===== config.mk =====
export PLATFORM = sky130hd
export DESIGN_NAME = io_mailbox
export DESIGN_NICKNAME = d
export VERILOG_FILES = /design/src/rtl/mbx_pkg.sv /design/src/rtl/mbx_sync.sv /design/src/rtl/mbx_decode.sv /design/src/rtl/mbx_regfile.sv /design/src/rtl/mbx_host_fsm.sv /design/src/rtl/io_mailbox.sv
export SDC_FILE = /design/constraint.sdc
export NUM_CORES = 1
export LEC_CHECK = 0
export ABC_AREA = 1
export BUFFER_PORTS_ARGS = -buffer_cell sky130_fd_sc_hd__buf_4
export CAP_MARGIN = 20
export CORE_MARGIN = 1.5
export CORE_UTILIZATION = 45
export CTS_BUF_LIST = sky130_fd_sc_hd__clkbuf_8
export DETAILED_ROUTE_END_ITERATION = 16
export PLACE_DENSITY_LB_ADDON = 0.25
export REMOVE_ABC_BUFFERS = 1
export SLEW_MARGIN = 20
export SYNTH_ARGS = -nofsm -noshare
export SYNTH_HDL_FRONTEND = slang
export SYNTH_HIERARCHICAL = 1
export SYNTH_SLANG_ARGS = --single-unit
export TNS_END_PERCENT = 100

===== constraint.sdc =====
create_clock -name clk -period 1.9 [get_ports clk]
set_input_delay 0 -clock clk [delete_from_list [all_inputs] [get_ports clk]]
set_output_delay 0 -clock clk [all_outputs]
set_load 0.05 [all_outputs]

===== src/rtl/mbx_pkg.sv =====
package mbx_pkg;
    typedef enum logic [1:0] {
        H_IDLE   = 2'd0,
        H_WDONE  = 2'd1,
        H_RWAIT  = 2'd2,
        H_RSERVE = 2'd3
    } host_st_t;
endpackage


===== src/rtl/mbx_sync.sv =====
module mbx_sync #(
    parameter int WIDTH  = 2,
    parameter int STAGES = 2
) (
    input  logic             clk,
    input  logic             rst_n,
    input  logic [WIDTH-1:0] d_async,
    output logic [WIDTH-1:0] q_sync
);
    logic [WIDTH-1:0] chain [STAGES];

    generate
        for (genvar s = 0; s < STAGES; s++) begin : g_stage
            always_ff @(posedge clk or negedge rst_n) begin
                if (!rst_n) begin
                    chain[s] <= '0;
                end else if (s == 0) begin
                    chain[s] <= d_async;
                end else begin
                    chain[s] <= chain[(s == 0) ? 0 : s-1];
                end
            end
        end
    endgenerate

    assign q_sync = chain[STAGES-1];
endmodule


===== src/rtl/mbx_decode.sv =====
module mbx_decode #(
    parameter int                ADDR_W = 8,
    parameter logic [ADDR_W-1:0] SLOT0  = '0,
    parameter logic [ADDR_W-1:0] SLOT1  = 1
) (
    input  logic [ADDR_W-1:0] addr,
    output logic              hit,
    output logic              idx
);
    always_comb begin
        hit = 1'b0;
        idx = 1'b0;
        if (addr == SLOT0) begin
            hit = 1'b1;
        end else if (addr == SLOT1) begin
            hit = 1'b1;
            idx = 1'b1;
        end
    end
endmodule


===== src/rtl/mbx_regfile.sv =====
module mbx_regfile #(
    parameter int DATA_W = 8,
    parameter int NREG   = 2,
    localparam int IDX_W = (NREG > 1) ? $clog2(NREG) : 1
) (
    input  logic                        clk,
    input  logic                        rst_n,
    input  logic                        host_we,
    input  logic [IDX_W-1:0]            host_idx,
    input  logic [DATA_W-1:0]           host_wdata,
    input  logic                        dsp_we,
    input  logic [IDX_W-1:0]            dsp_idx,
    input  logic [DATA_W-1:0]           dsp_wdata,
    output logic [NREG-1:0][DATA_W-1:0] regs
);
    generate
        for (genvar r = 0; r < NREG; r++) begin : g_reg
            always_ff @(posedge clk or negedge rst_n) begin
                if (!rst_n) begin
                    regs[r] <= '0;
                end else if (dsp_we && dsp_idx == IDX_W'(r)) begin
                    regs[r] <= dsp_wdata;
                end else if (host_we && host_idx == IDX_W'(r)) begin
                    regs[r] <= host_wdata;
                end
            end
        end
    endgenerate

    AST_DSP_WINS: assert property (@(posedge clk) disable iff (!rst_n)
        (dsp_we && host_we && dsp_idx == host_idx) |=> regs[$past(dsp_idx)] == $past(dsp_wdata));

    AST_REGS_QUIET: assert property (@(posedge clk) disable iff (!rst_n)
        (!dsp_we && !host_we) |=> $stable(regs));
endmodule


===== src/rtl/mbx_host_fsm.sv =====
module mbx_host_fsm
    import mbx_pkg::*;
(
    input  logic clk,
    input  logic rst_n,
    input  logic rd_sync,
    input  logic wr_sync,
    input  logic dsp_wr_busy,
    output logic commit_we,
    output logic capture,
    output logic host_wait_n
);
    host_st_t state, nxt;

    always_ff @(posedge clk or negedge rst_n) begin
        if (!rst_n) state <= H_IDLE;
        else        state <= nxt;
    end

    always_comb begin
        nxt = state;
        unique case (state)
            H_IDLE: begin
                if (wr_sync)                   nxt = H_WDONE;
                else if (rd_sync && dsp_wr_busy) nxt = H_RWAIT;
                else if (rd_sync)              nxt = H_RSERVE;
            end
            H_WDONE:  if (!wr_sync)     nxt = H_IDLE;
            H_RWAIT:  if (!dsp_wr_busy) nxt = H_RSERVE;
            H_RSERVE: if (!rd_sync)     nxt = H_IDLE;
            default:  nxt = H_IDLE;
        endcase
    end

    always_comb begin
        commit_we   = (state == H_IDLE) && wr_sync;
        capture     = (nxt == H_RSERVE) && (state != H_RSERVE);
        host_wait_n = (state != H_RWAIT);
    end

    AST_WAIT_CAUSE: assert property (@(posedge clk) disable iff (!rst_n)
        $fell(host_wait_n) |-> $past(dsp_wr_busy));

    AST_WAIT_HOLD: assert property (@(posedge clk) disable iff (!rst_n)
        (!host_wait_n && dsp_wr_busy) |=> !host_wait_n);

    AST_WAIT_READ_ONLY: assert property (@(posedge clk) disable iff (!rst_n)
        $fell(host_wait_n) |-> $past(rd_sync));
endmodule


===== src/rtl/io_mailbox.sv =====
module io_mailbox #(
    parameter int                 DATA_W      = 8,
    parameter int                 HADDR_W     = 4,
    parameter int                 DADDR_W     = 8,
    parameter int                 SYNC_STAGES = 2,
    parameter logic [HADDR_W-1:0] HOST_ASLOT  = 4'h6,
    parameter logic [HADDR_W-1:0] HOST_DSLOT  = 4'h7,
    parameter logic [DADDR_W-1:0] DSP_ASLOT   = 8'h40,
    parameter logic [DADDR_W-1:0] DSP_DSLOT   = 8'h41
) (
    input  logic               clk,
    input  logic               rst_n,
    input  logic               host_reg_n,
    input  logic               host_ce1_n,
    input  logic               host_ce2_n,
    input  logic               host_iord_n,
    input  logic               host_iowr_n,
    input  logic [HADDR_W-1:0] host_addr,
    input  logic [DATA_W-1:0]  host_wdata,
    output logic [DATA_W-1:0]  host_rdata,
    output logic               host_rd_oe,
    output logic               host_wait_n,
    input  logic               dsp_ms_n,
    input  logic               dsp_rd_n,
    input  logic               dsp_wr_n,
    input  logic [DADDR_W-1:0] dsp_addr,
    input  logic [DATA_W-1:0]  dsp_wdata,
    output logic [DATA_W-1:0]  dsp_rdata,
    output logic               dsp_rd_oe
);
    localparam int NREG = 2;

    logic host_cyc, rd_req, wr_req, rd_sync, wr_sync;
    logic dsp_wr_busy;
    logic host_hit, host_idx, dsp_hit, dsp_idx;
    logic commit_we, capture;
    logic [NREG-1:0][DATA_W-1:0] regs;
    logic [DATA_W-1:0] host_rdata_q;

    assign host_cyc    = !host_reg_n && !host_ce1_n && host_ce2_n;
    assign rd_req      = host_cyc && !host_iord_n;
    assign wr_req      = host_cyc && !host_iowr_n;
    assign dsp_wr_busy = !dsp_ms_n && !dsp_wr_n;

    mbx_sync #(.WIDTH(2), .STAGES(SYNC_STAGES)) u_sync (
        .clk     (clk),
        .rst_n   (rst_n),
        .d_async ({rd_req, wr_req}),
        .q_sync  ({rd_sync, wr_sync})
    );

    mbx_decode #(.ADDR_W(HADDR_W), .SLOT0(HOST_ASLOT), .SLOT1(HOST_DSLOT)) u_hdec (
        .addr (host_addr),
        .hit  (host_hit),
        .idx  (host_idx)
    );

    mbx_decode #(.ADDR_W(DADDR_W), .SLOT0(DSP_ASLOT), .SLOT1(DSP_DSLOT)) u_ddec (
        .addr (dsp_addr),
        .hit  (dsp_hit),
        .idx  (dsp_idx)
    );

    mbx_host_fsm u_fsm (
        .clk         (clk),
        .rst_n       (rst_n),
        .rd_sync     (rd_sync),
        .wr_sync     (wr_sync),
        .dsp_wr_busy (dsp_wr_busy),
        .commit_we   (commit_we),
        .capture     (capture),
        .host_wait_n (host_wait_n)
    );

    mbx_regfile #(.DATA_W(DATA_W), .NREG(NREG)) u_regs (
        .clk        (clk),
        .rst_n      (rst_n),
        .host_we    (commit_we && host_hit),
        .host_idx   (host_idx),
        .host_wdata (host_wdata),
        .dsp_we     (dsp_wr_busy && dsp_hit),
        .dsp_idx    (dsp_idx),
        .dsp_wdata  (dsp_wdata),
        .regs       (regs)
    );

    always_ff @(posedge clk or negedge rst_n) begin
        if (!rst_n)       host_rdata_q <= '0;
        else if (capture) host_rdata_q <= host_hit ? regs[host_idx] : '0;
    end

    assign host_rd_oe = rd_req;
    assign host_rdata = host_rd_oe ? host_rdata_q : '0;
    assign dsp_rd_oe  = !dsp_ms_n && !dsp_rd_n;
    assign dsp_rdata  = (dsp_rd_oe && dsp_hit) ? regs[dsp_idx] : '0;

    AST_HOST_OE_QUIET: assert property (@(posedge clk) disable iff (!rst_n)
        !host_rd_oe |-> host_rdata == '0);

    AST_WAIT_NO_OE_LOSS: assert property (@(posedge clk) disable iff (!rst_n)
        !host_wait_n |-> rd_sync);
endmodule


==> results.md, run 1 <==
- Worst Skew: 0.00400 ns
- DRT Pass-1 Iters: 4
- Crit path max fanout: 3
- Post-detail-place hpwl: approximately 3300 um
- Final Setup Violations: 0
- Post-synth top area cell: dfrtp_1
- GR peak layer: met2
- Critical Path RT: around 2.1 ns
- Setup crit start kind: register
- Fmax: around 550 MHz
- Antenna-violating nets left: 0
- First-pass GRT wire length: 7310 um
- Die height: between 60 and 70 um
- Max-cap violations: 0
- Die X: 68.8 um
- Synth top area share: approximately two fifths
- Initial antenna violation count: 0
- Layout cells sized above 1: 25.9%
- Dpl cell area: 0.00238 sq mm
- Post-CTS setup buffer count: 0
- H-tree Lvls: 2
- Most common cell after layout, fill and taps aside: nand2_1
- Synth top area cells: dfrtp_1, nand2_1, inv_1
- WP data arrival: 1.99 ns
- Synthesized flop and latch total: 30
- Skew-Pair Late Insertion Delay: 0.27 ns
- Final instance area: approximately 0.0026 sq mm
- Placer Congestion: approximately 0.86
- Vias: 1,861
- Mapped Cells: approximately 300
- RSZ-0062 raised after global routing: true
- Diodes inserted: 0
- Grt ovf: 0
- Max-slew violation count: 0
- CTS tree: built
- Power Density: 619 mW/mm^2
- WHS: between 0.04 and 0.05 ns
- Synth cell types: 19
- Ys Warns: 6
- Largest stage delay, worst path: approximately 0.57 ns
- Crit Path Category: reg2reg
- Critical path buffers and inverters: 3
- Buffers on Ports: between 50 and 60
- Pre-CTS setup slack: approximately 0.32 ns
- Clk buf depth: 2
- Total power: 1.62 mW
- Largest net degree at the start of global routing: 31
- Layout net count: 400
- Synthesized area per cell: 6.66 sq um
- Status: complete, no violations
- Grt met3 use: between 4 and 5%
- Slowest cell on the critical path: dlygate4sd3_1
- Vias in the first global route: between 1,500 and 2,000
- Number of placement rows: 23
- CP Cell Sequence: inv_2 > nand2_1 > nor2_1 > nand2_1 > inv_1 > nand2_1 > nand3_1 > nand3_1 > dlygate4sd3_1
- Fillers: around 410
- Global-route usage over all layers: 20.5%
- IO Count: 57
- Fin. Hold Viols: 0
- Post-synthesis cell area: between 0.0015 and 0.002 sq mm
- Worst vdd ir: 0.306 mV
- Fin crit share: between 90% and 100%
- Die area: 0.00473 sq mm
- Root buffer cell: clkbuf_8
- Sequential area share after synthesis: around 39%
- Cell mode on critical path: nand2_1
- Clock slew at reported path FFs: 0.06 ns
- Worst Hold Class: in2reg
- LEAKAGE: 1.48 nW
- Synth-to-layout area growth: 34.1%
- Residual DRC: 0
- Slew at the pin closest to its max-slew limit: approximately 0.38 ns
- DR vias/cell: around 4.5
- Met1 Use GR: between 20% and 30%
- Post-route setup slack: 0.0666 ns
- CP top delay family: buffers and inverters
- Commonest non-fill, non-tap cells in the layout: nand2_1, buf_4, inv_1
- Min Tclk post-route: 1.83 ns
- Sum Neg Setup Slack: 0 ns
- Met2 Use GR: a little over a third
- Max_slew headroom: about three quarters
- Initial Util: between 40% and 50%
- Core Area: ~0.0041 sq mm
- Setup crit end kind: register
- Clk sinks: 30
- Final wirelength: between 4000 and 5000 um
- Drt wl/cell: 10.2 um
- Initial detailed-routing violation count: 74
- CTS Buf Count: 5
-- per-layer routing --
layer  wire (um)  vias up
met5           0        -
met3         192        5
met2        2030       40
li1            -     1008
met4          42        0
met1        1940      808
-- kinds of logic after synthesis --
| logic type | Yosys count | synth area share [%] |
|---|---|---|
| AND/OR/NAND/NOR | 180 | 40.9 |
| buffers and inverters | 72 | 16.3 |
| AO/OA/AOI/OAI | 10 | 4.24 |
| flip-flops | 30 | 38.6 |
-- worst min-delay path, delay by kind of cell --
family	cells	cell delay, ns
AND/OR/NAND/NOR	3	0.18
buffers and inverters	2	0.11
-- where the power goes --
group          switching (mW)  leakage, nW  internal, mW  total, mW
Combinational           0.154         1.01         0.139      0.293
Clock                   0.228       0.0575         0.365      0.593
Sequential             0.0409        0.412         0.689      0.730
Total                   0.423         1.48          1.19       1.62
-- worst paths after layout --
path                                  from  slack (ns)  depth (start not counted)               end
setup / recovery            u_fsm/state[1]        0.07                          9    u_regs/regs[5]
hold / removal               host_wdata[2]        0.04                          5    u_regs/regs[2]
setup reg to reg            u_fsm/state[1]        0.07                          9    u_regs/regs[5]
hold reg to reg            u_sync/chain[2]        0.36                          0  u_sync/q_sync[0]
max in group asynchronous            rst_n        1.43                          2   host_rdata_q[7]
min in group asynchronous            rst_n        0.19                          2    u_fsm/state[1]
-- layout make-up --
cell class                 instances  area, sq um  area share (%)
multi-input combinational        190          881            33.7
sequential                        30          751            28.8
timing repair buffer              70          553            21.2
inverter                          65          253            9.68
clock buffer                       8          110            4.22
tap                               50         62.6            2.40
-- synthesized netlist by cell type (all sizes together) --
library cell	instances
a21oi	8
a22oi	1
buf	7
dfrtp	30
inv	65
nand2	115
nand3	41
nor2	23
nor3b	1
o21ai	1
-- repair_timing --
action                     in CTS  in global routing
resized for setup               0                  2
hold buffers                   11                  0
hold endpoints to repair       35                  0
setup endpoints to repair       0                  4
-- through the flow --
step	utilization, %	std cells
after floorplan	-	285
after global placement	58.3	394
after detailed placement	58.3	394
after CTS	63.7	413
after global routing	63.9	413
final	63.9	413
-- state kept, by name (all words and copies together) (netlist names) --
signal,flops
u_sync/q_sync,2
host_rdata_q,8
u_regs/regs,16
u_sync/chain,2
u_fsm/state,2
Power figures use the tool's default switching activity.
==> run 2: changes to the inputs <==
==> constraint.sdc (replaced) <==
create_clock -name clk -period 1.9 [get_ports clk]
set_input_delay 0.19 -clock clk [delete_from_list [all_inputs] [get_ports clk]]
set_output_delay 0.19 -clock clk [all_outputs]
set_load 0.05 [all_outputs]
==> results.md, run 2 (synthesis gave the netlist of run 1 again) <==
- Final Setup Violations: 0 (unchanged)
- Layout cells sized above 1: 26.0% (+0.093 points)
- Buffers on Ports: 56 (unchanged)
- Clock slew at reported path FFs: 0.06 ns (about the same)
- Grt ovf: 0 (unchanged)
- Drt wl/cell: 10.1 um (-0.44%)
- Crit path max fanout: 7 (+4)
- Post-CTS resize count: 0 (unchanged)
- WHS: 0.0538 ns (+0.0112 ns)
- Post-Route M1 WL: 1860 um (-4.1%)
- Root buffer cell: clkbuf_8
- Max_slew headroom: 75.5% (+0.70 points)
- RSZ-0062 raised after global routing: false
- Number of placement rows: 23 (unchanged)
- Max-slew violation count: 0 (unchanged)
- Final wirelength: 4100 um (-2.6%)
- Most common cell after layout, fill and taps aside: nand2_1
- Critical Path RT: 2.07 ns (about the same)
- Net load switching power: 417 uW (-1.3%)
- Largest net degree at the start of global routing: 31 (unchanged)
- Initial Util: 47.6% (unchanged)
- Initial detailed-routing violation count: 45 (-39%)
- Die height: 68.8 um (unchanged)
- Post-detail-place hpwl: 3340 um (+0.84%)
- H-tree Lvls: 2 (unchanged)
- Hold Buf Count CTS: 1 (-10)
- Clock power share: 33.9% (-2.8 points)
- DR vias/cell: 4.59 (+1.9%)
- CTS tree: built
- DRT Pass-1 Iters: 4 (unchanged)
- Number of flip-flops in the largest register: 16 (unchanged)
- Residual DRC: 0 (unchanged)
- Die area: 0.00473 sq mm (unchanged)
- Largest Register: u_regs/regs
- Global-route usage over all layers: 20.6% (+0.095 points)
- Post-route setup slack: 0.443 ns (+0.376 ns)
- Total power: 1.51 mW (-6.3%)
- Setup crit end kind: register
- Fillers: 392 (-5.3%)
- Crit Path Category: reg2reg
- Part of the power in registers: 48.2% (+3.0 points)
- Sum Neg Setup Slack: 0 ns (unchanged)
- Skew-Pair Late Insertion Delay: 0.28 ns (about the same)
- Vias: 1,855 (-0.32%)
- P_int: 1.10 mW (-8.1%)
- CTS Buf Count: 5 (unchanged)
- Met3 WL: 207 um (+7.8%)
- Worst Hold Class: in2reg
- Worst Skew: 0.00790 ns (+0.00390 ns)
- Final instance area: 0.00249 sq mm (-4.5%)
- Comb power frac: 17.9% (-0.2 points)
- Max-cap violations: 0 (unchanged)
- Fmax: 686 MHz (+26%)
- LEAKAGE: 1.43 nW (-2.9%)
- Diodes inserted: 0 (unchanged)
- Synth-to-layout area growth: 28.1%
- Placed cells: 395 (+0.25%)
- Layout net count: 391 (-2.3%)
- Clk sinks: 30 (unchanged)
- Initial antenna violation count: 0 (unchanged)
- Dpl cell area: 0.00239 sq mm (+0.31%)
- DR top layer: met4
- Fin crit share: 76.7% (-20 points)
- Min Tclk post-route: 1.46 ns (-0.376 ns)
- WL met2: 1940 um (-4.7%)
- Register area: 751 sq um (unchanged)
- Commonest non-fill, non-tap cells in the layout: nand2_1, inv_1, buf_4
- Fin. Hold Viols: 0 (unchanged)
- Vias in the first global route: 1,767 (+1.1%)
- Worst vdd ir: 0.232 mV (-24%)
- First-pass GRT wire length: 7360 um (+0.75%)
- Antenna-violating nets left: 0 (unchanged)
- Status: complete, no violations
- Pre-CTS setup slack: 0.273 ns (-0.0494 ns)
- Placer Congestion: 0.884 (+2.5%)
- WP data arrival: 1.63 ns (-0.36 ns)
- Post-CTS setup buffer count: 0 (unchanged)
- Power Density: 608 mW/mm^2 (-1.9%)
- Final non-filler cell total: 404 (-2.2%)
- Largest registers: u_regs/regs (16), host_rdata_q (8)
- Switching portion of total power: 27.5% (+1.4 points)
- Die X: 68.8 um (unchanged)
- Layout Utilization: 61.0% (-2.9 points)
- IO Count: 57 (unchanged)
- Setup crit start kind: register
- Clk buf depth: 2 (unchanged)
- Core Area: 0.00409 sq mm (unchanged)
- Slew at the pin closest to its max-slew limit: 0.368 ns (-0.0105 ns)
- Area of the multi-input gates: 878 sq um (-0.28%)
## run 2: cell count changes in the layout (fill, tap and decap cells not counted), sizes merged
cell / previous run / this run
buf: 59 / 60
clkbuf: 8 / 6
clkinv: 0 / 1
clkinvlp: 1 / 0
dlygate4sd3: 11 / 1
inv: 64 / 66
## run 2: final timing paths
kind	start	end	slack [ns]	cells past startpoint
max	u_fsm/state[1]	u_regs/regs[12]	0.44	10
min	host_iowr_n	u_sync/chain[2]	0.05	2
max in group asynchronous	rst_n	host_rdata_q[6]	1.25	2
min reg2reg	u_sync/chain[2]	u_sync/q_sync[0]	0.36	0
max reg2reg	u_fsm/state[1]	u_regs/regs[12]	0.44	10
min in group asynchronous	rst_n	u_sync/q_sync[0]	0.37	2
## run 2: power groups by stage
stage,Sequential (mW),Combinational [mW],Clock (mW)
after floorplan,0.730,0.164,0
after global placement,0.740,0.268,0
after CTS,0.730,0.275,0.528
after global routing,0.735,0.313,0.559
after detailed placement,0.741,0.273,0
final,0.730,0.271,0.514
## run 2: area by class of cell
| class | instances | area share, % |
|---|---|---|
| inverters | 65 | 9.99 |
| clock buffers | 6 | 3.31 |
| well taps | 50 | 2.51 |
| repair buffers | 61 | 18.5 |
| multi-input cells | 190 | 35.2 |
| clock inverters | 2 | 0.351 |
| flip-flops and latches | 30 | 30.1 |
## run 2: routing by layer
metal	vias up	global-route usage, %
met5	-	0
met4	0	7.84
li1	988	-
met2	52	35.8
met1	806	25.4
met3	9	3.41
## run 2: critical path, stage by stage (launching register included)
cell	delay, ns
dfrtp_1	0.40
inv_2	0.07
nand2_1	0.07
nor2_1	0.09
nand2_1	0.06
inv_1	0.11
nand2_1	0.13
nand2_2	0.16
inv_1	0.12
nand2_1	0.08
nand2_1	0.05
==> run 3: changes to the inputs <==
- ABC_AREA: 1 -> 0
- clock period: 1.9 -> 1.4 ns (I/O delays scaled with it)
==> results.md, run 3 <==
- Die X: 64.1 um (-6.8%)
- Grt met3 use: 4.93% (+1.5 points)
- DR vias/cell: 5.03 (+9.6%)
- Max_slew headroom: 73.1% (-2.3 points)
- Final wirelength: 3950 um (-3.6%)
- Largest net degree at the start of global routing: 31 (unchanged)
- Most common cell after layout, fill and taps aside: buf_4
- Clock slew at reported path FFs: 0.06 ns (about the same)
- Part of the power in registers: 44.8% (-3.4 points)
- Sequential area share after synthesis: 44.7% (+6.1 points)
- CTS Buf Count: 5 (unchanged)
- Initial detailed-routing violation count: 27 (-40%)
- Met1 Use GR: 25.1% (-0.30 points)
- EDFF count, synth: 0 (unchanged)
- Setup crit end kind: output port
- RR Endpoint: u_regs/regs[4]
- First-pass GRT wire length: 6650 um (-9.7%)
- LEAKAGE: 1.19 nW (-17%)
- Die area: 0.00411 sq mm (-13%)
- P_int: 1.65 mW (+50%)
- Main synth FF type: dfrtp_1
- Initial Util: 46.2% (-1.4 points)
- Flop-to-flop setup slack: -0.04 ns (-0.48 ns)
- H-tree Lvls: 2 (unchanged)
- WHS: 0.0156 ns (-0.0382 ns)
- Antenna-violating nets left: 0 (unchanged)
- Setup crit start kind: primary input
- Slowest cell on the critical path: or4b_4
- Critical path buffers and inverters: 3 (unchanged)
- DRT Pass-1 Iters: 4 (unchanged)
- GR peak layer: met2
- Root buffer cell: clkbuf_8
- Clk sinks: 30 (unchanged)
- Post-synthesis cell area: 0.00168 sq mm (-14%)
- Crit path from: dsp_addr[5]
- Worst R2R Path Depth: 6 (-4)
- Critical Path RT: 1.26 ns (-0.81 ns)
- Layout cells sized above 1: 43.7% (+18 points)
- Post-synth ARST share: 100% (unchanged)
- Placer Congestion: 0.772 (-13%)
- Core Area: 0.00363 sq mm (-11%)
- Crit Path Category: in2out
- Synth-to-layout area growth: 43.6%
- Fin crit share: 141%
- FF-to-FF Start: u_sync/q_sync[0]
- Worst setup path end: dsp_rdata[0]
- Most frequent cell after synthesis: mux2i_1
- Synth top area share: 44.7% (+6.1 points)
- Slew at the pin closest to its max-slew limit: 0.401 ns (+0.0334 ns)
- Commonest non-fill, non-tap cells in the layout: buf_4, mux2i_1, dfrtp_1
- Residual DRC: 0 (unchanged)
- Largest registers: u_regs/regs (16), host_rdata_q (8)
- CP Cell Sequence: buf_6 > or4b_4 > nor4_2 > buf_4 > mux2i_1 > nor2_4 > buf_8
- Mapped Cells: 166 (-43%)
- Max-slew violation count: 0 (unchanged)
- Grt ovf: 0 (unchanged)
- Synthesized area per cell: 10.1 sq um (+52%)
- CP Depth: 7 (-3)
- Clk buf depth: 2 (unchanged)
- Diodes inserted: 0 (unchanged)
- Switching portion of total power: 29.3% (+1.8 points)
- Fmax: between 500 and 600 MHz
- Largest stage delay, worst path: 0.55 ns (+0.15 ns)
- Buffers on Ports: 56 (unchanged)
- CTS tree: built
- Met2 Use GR: 36.7% (+0.90 points)
- Worst Hold Class: in2reg
- Layout net count: 268 (-31%)
- Ys Warns: 6 (unchanged)
- IO Count: 57 (unchanged)
- Post-synth top area cell: dfrtp_1
- Post-detail-place hpwl: 2810 um (-16%)
- WP data arrival: 1.83 ns (+0.20 ns)
- Power Density: 967 mW/mm^2 (+59%)
- Max-cap violations: 0 (unchanged)
- Global-route usage over all layers: 21.0% (+0.43 points)
- Min Tclk post-route: just under 2 ns
- Largest Register: u_regs/regs
- Worst vdd ir: 0.734 mV (+220%)
- RSZ-0062 raised after global routing: true
- Vias: 1,404 (-24%)
- Skew-Pair Late Insertion Delay: 0.28 ns (about the same)
- Post-route setup slack: -0.573 ns (-1.02 ns)
- Worst Skew: 0.00433 ns (-0.00357 ns)
- Crit path max fanout: 10 (+3)
- Net load switching power: 683 uW (+64%)
- Synthesized flop and latch total: 30 (unchanged)
- Die height: 64.1 um (-6.8%)
- Clock power share: 29.9% (-4.0 points)
- Dpl cell area: 0.00217 sq mm (-9.3%)
- CP top delay family: simple AND/OR/NAND/NOR gates
- Final instance area: 0.00241 sq mm (-3.2%)
- Vias in the first global route: 1,451 (-18%)
- Comb power frac: 25.3% (+7.4 points)
- Sum Neg Setup Slack: -6.17 ns (-6.17 ns)
- Status: finished, violations left
- Drt wl/cell: 14.2 um (+40%)
- Final Setup Violations: 24 (+24)
- Number of placement rows: 22 (-4.3%)
- Synth cell types: 28 (+9)
- Fin. Hold Viols: 0 (unchanged)
- Failing checks: negative setup slack
- Number of flip-flops in the largest register: 16 (unchanged)
- Initial antenna violation count: 0 (unchanged)
- Synth top area cells: dfrtp_1, mux2i_1, nor2_1
- Top post-synthesis cells by count: mux2i_1, dfrtp_1, nor2_1
-- run 3: area by class of cell --
type                            instances  area [sq um]
Multi-Input combinational cell        116           897
Fill cell                             304          1220
Timing Repair Buffer                   68           579
Sequential cell                        30           751
Tap cell                               48          60.1
Clock inverter                          2          8.76
Inverter                                9          33.8
Clock buffer                            6          82.6
-- run 3: worst min path at each step --
stage	slack (ns)	start	cells after the start	endpoint
after CTS	0.02	host_iowr_n	2	u_sync/chain[2]
after floorplan	-0.16	rst_n	0	host_rdata_q[0]
after global placement	0.08	rst_n	1	u_fsm/state[1]
final	0.02	host_iowr_n	2	u_sync/chain[2]
after detailed placement	0.09	rst_n	1	u_sync/q_sync[1]
after global routing	0.02	host_iowr_n	2	u_sync/chain[2]
-- run 3: what timing repair did --
action                     4_1_cts  5_1_grt
cloned                           0        0
hold endpoints to repair        30        0
hold buffers                     1        0
pin swaps                        0        1
resized for setup               24       14
setup endpoints to repair       24       24
buffers inserted                 0        1
-- run 3: through the flow --
| step | setup WS [ns] | utilization [%] | cells | total power [mW] |
|---|---|---|---|---|
| after floorplan | -1.09 | - | 155 | 1.35 |
| after global placement | -0.641 | 59.7 | 269 | 1.59 |
| after detailed placement | -0.675 | 59.7 | 269 | 1.61 |
| after CTS | -0.507 | 64.9 | 278 | 2.32 |
| after global routing | -0.615 | 66.4 | 279 | 2.45 |
| final | -0.573 | 66.4 | 279 | 2.33 |
-- run 3: per-layer routing --
metal	share of wire, %	up-vias	wire (um)
li1	-	697	-
met4	0.96	0	38
met2	51	39	2020
met3	5.1	6	200
met1	43	662	1690
met5	0	-	0
-- run 3: worst reg2reg max path: stages (launching register included) --
cell	delay, ns
dfrtp_1	0.40
nand2b_1	0.12
nor2_1	0.05
and2_2	0.22
nand2b_4	0.18
mux2i_1	0.28
a21oi_2	0.08
-- run 3: power by group through the flow --
stage | registers, mW | logic, mW | clock network [mW]
finish | 1.04 | 0.591 | 0.697
global route | 1.06 | 0.647 | 0.747
CTS | 1.04 | 0.571 | 0.704
detailed placement | 1.06 | 0.551 | 0
global placement | 1.05 | 0.535 | 0
floorplan | 1.06 | 0.295 | 0
-- run 3: logic make-up after synthesis --
| family | share of synthesized area [%] |
|---|---|
| buffers and inverters | 7.52 |
| DFF | 44.7 |
| and+or+nand+nor | 19.4 |
| muxes | 19.1 |
| AOI/OAI and AO/OA | 9.31 |
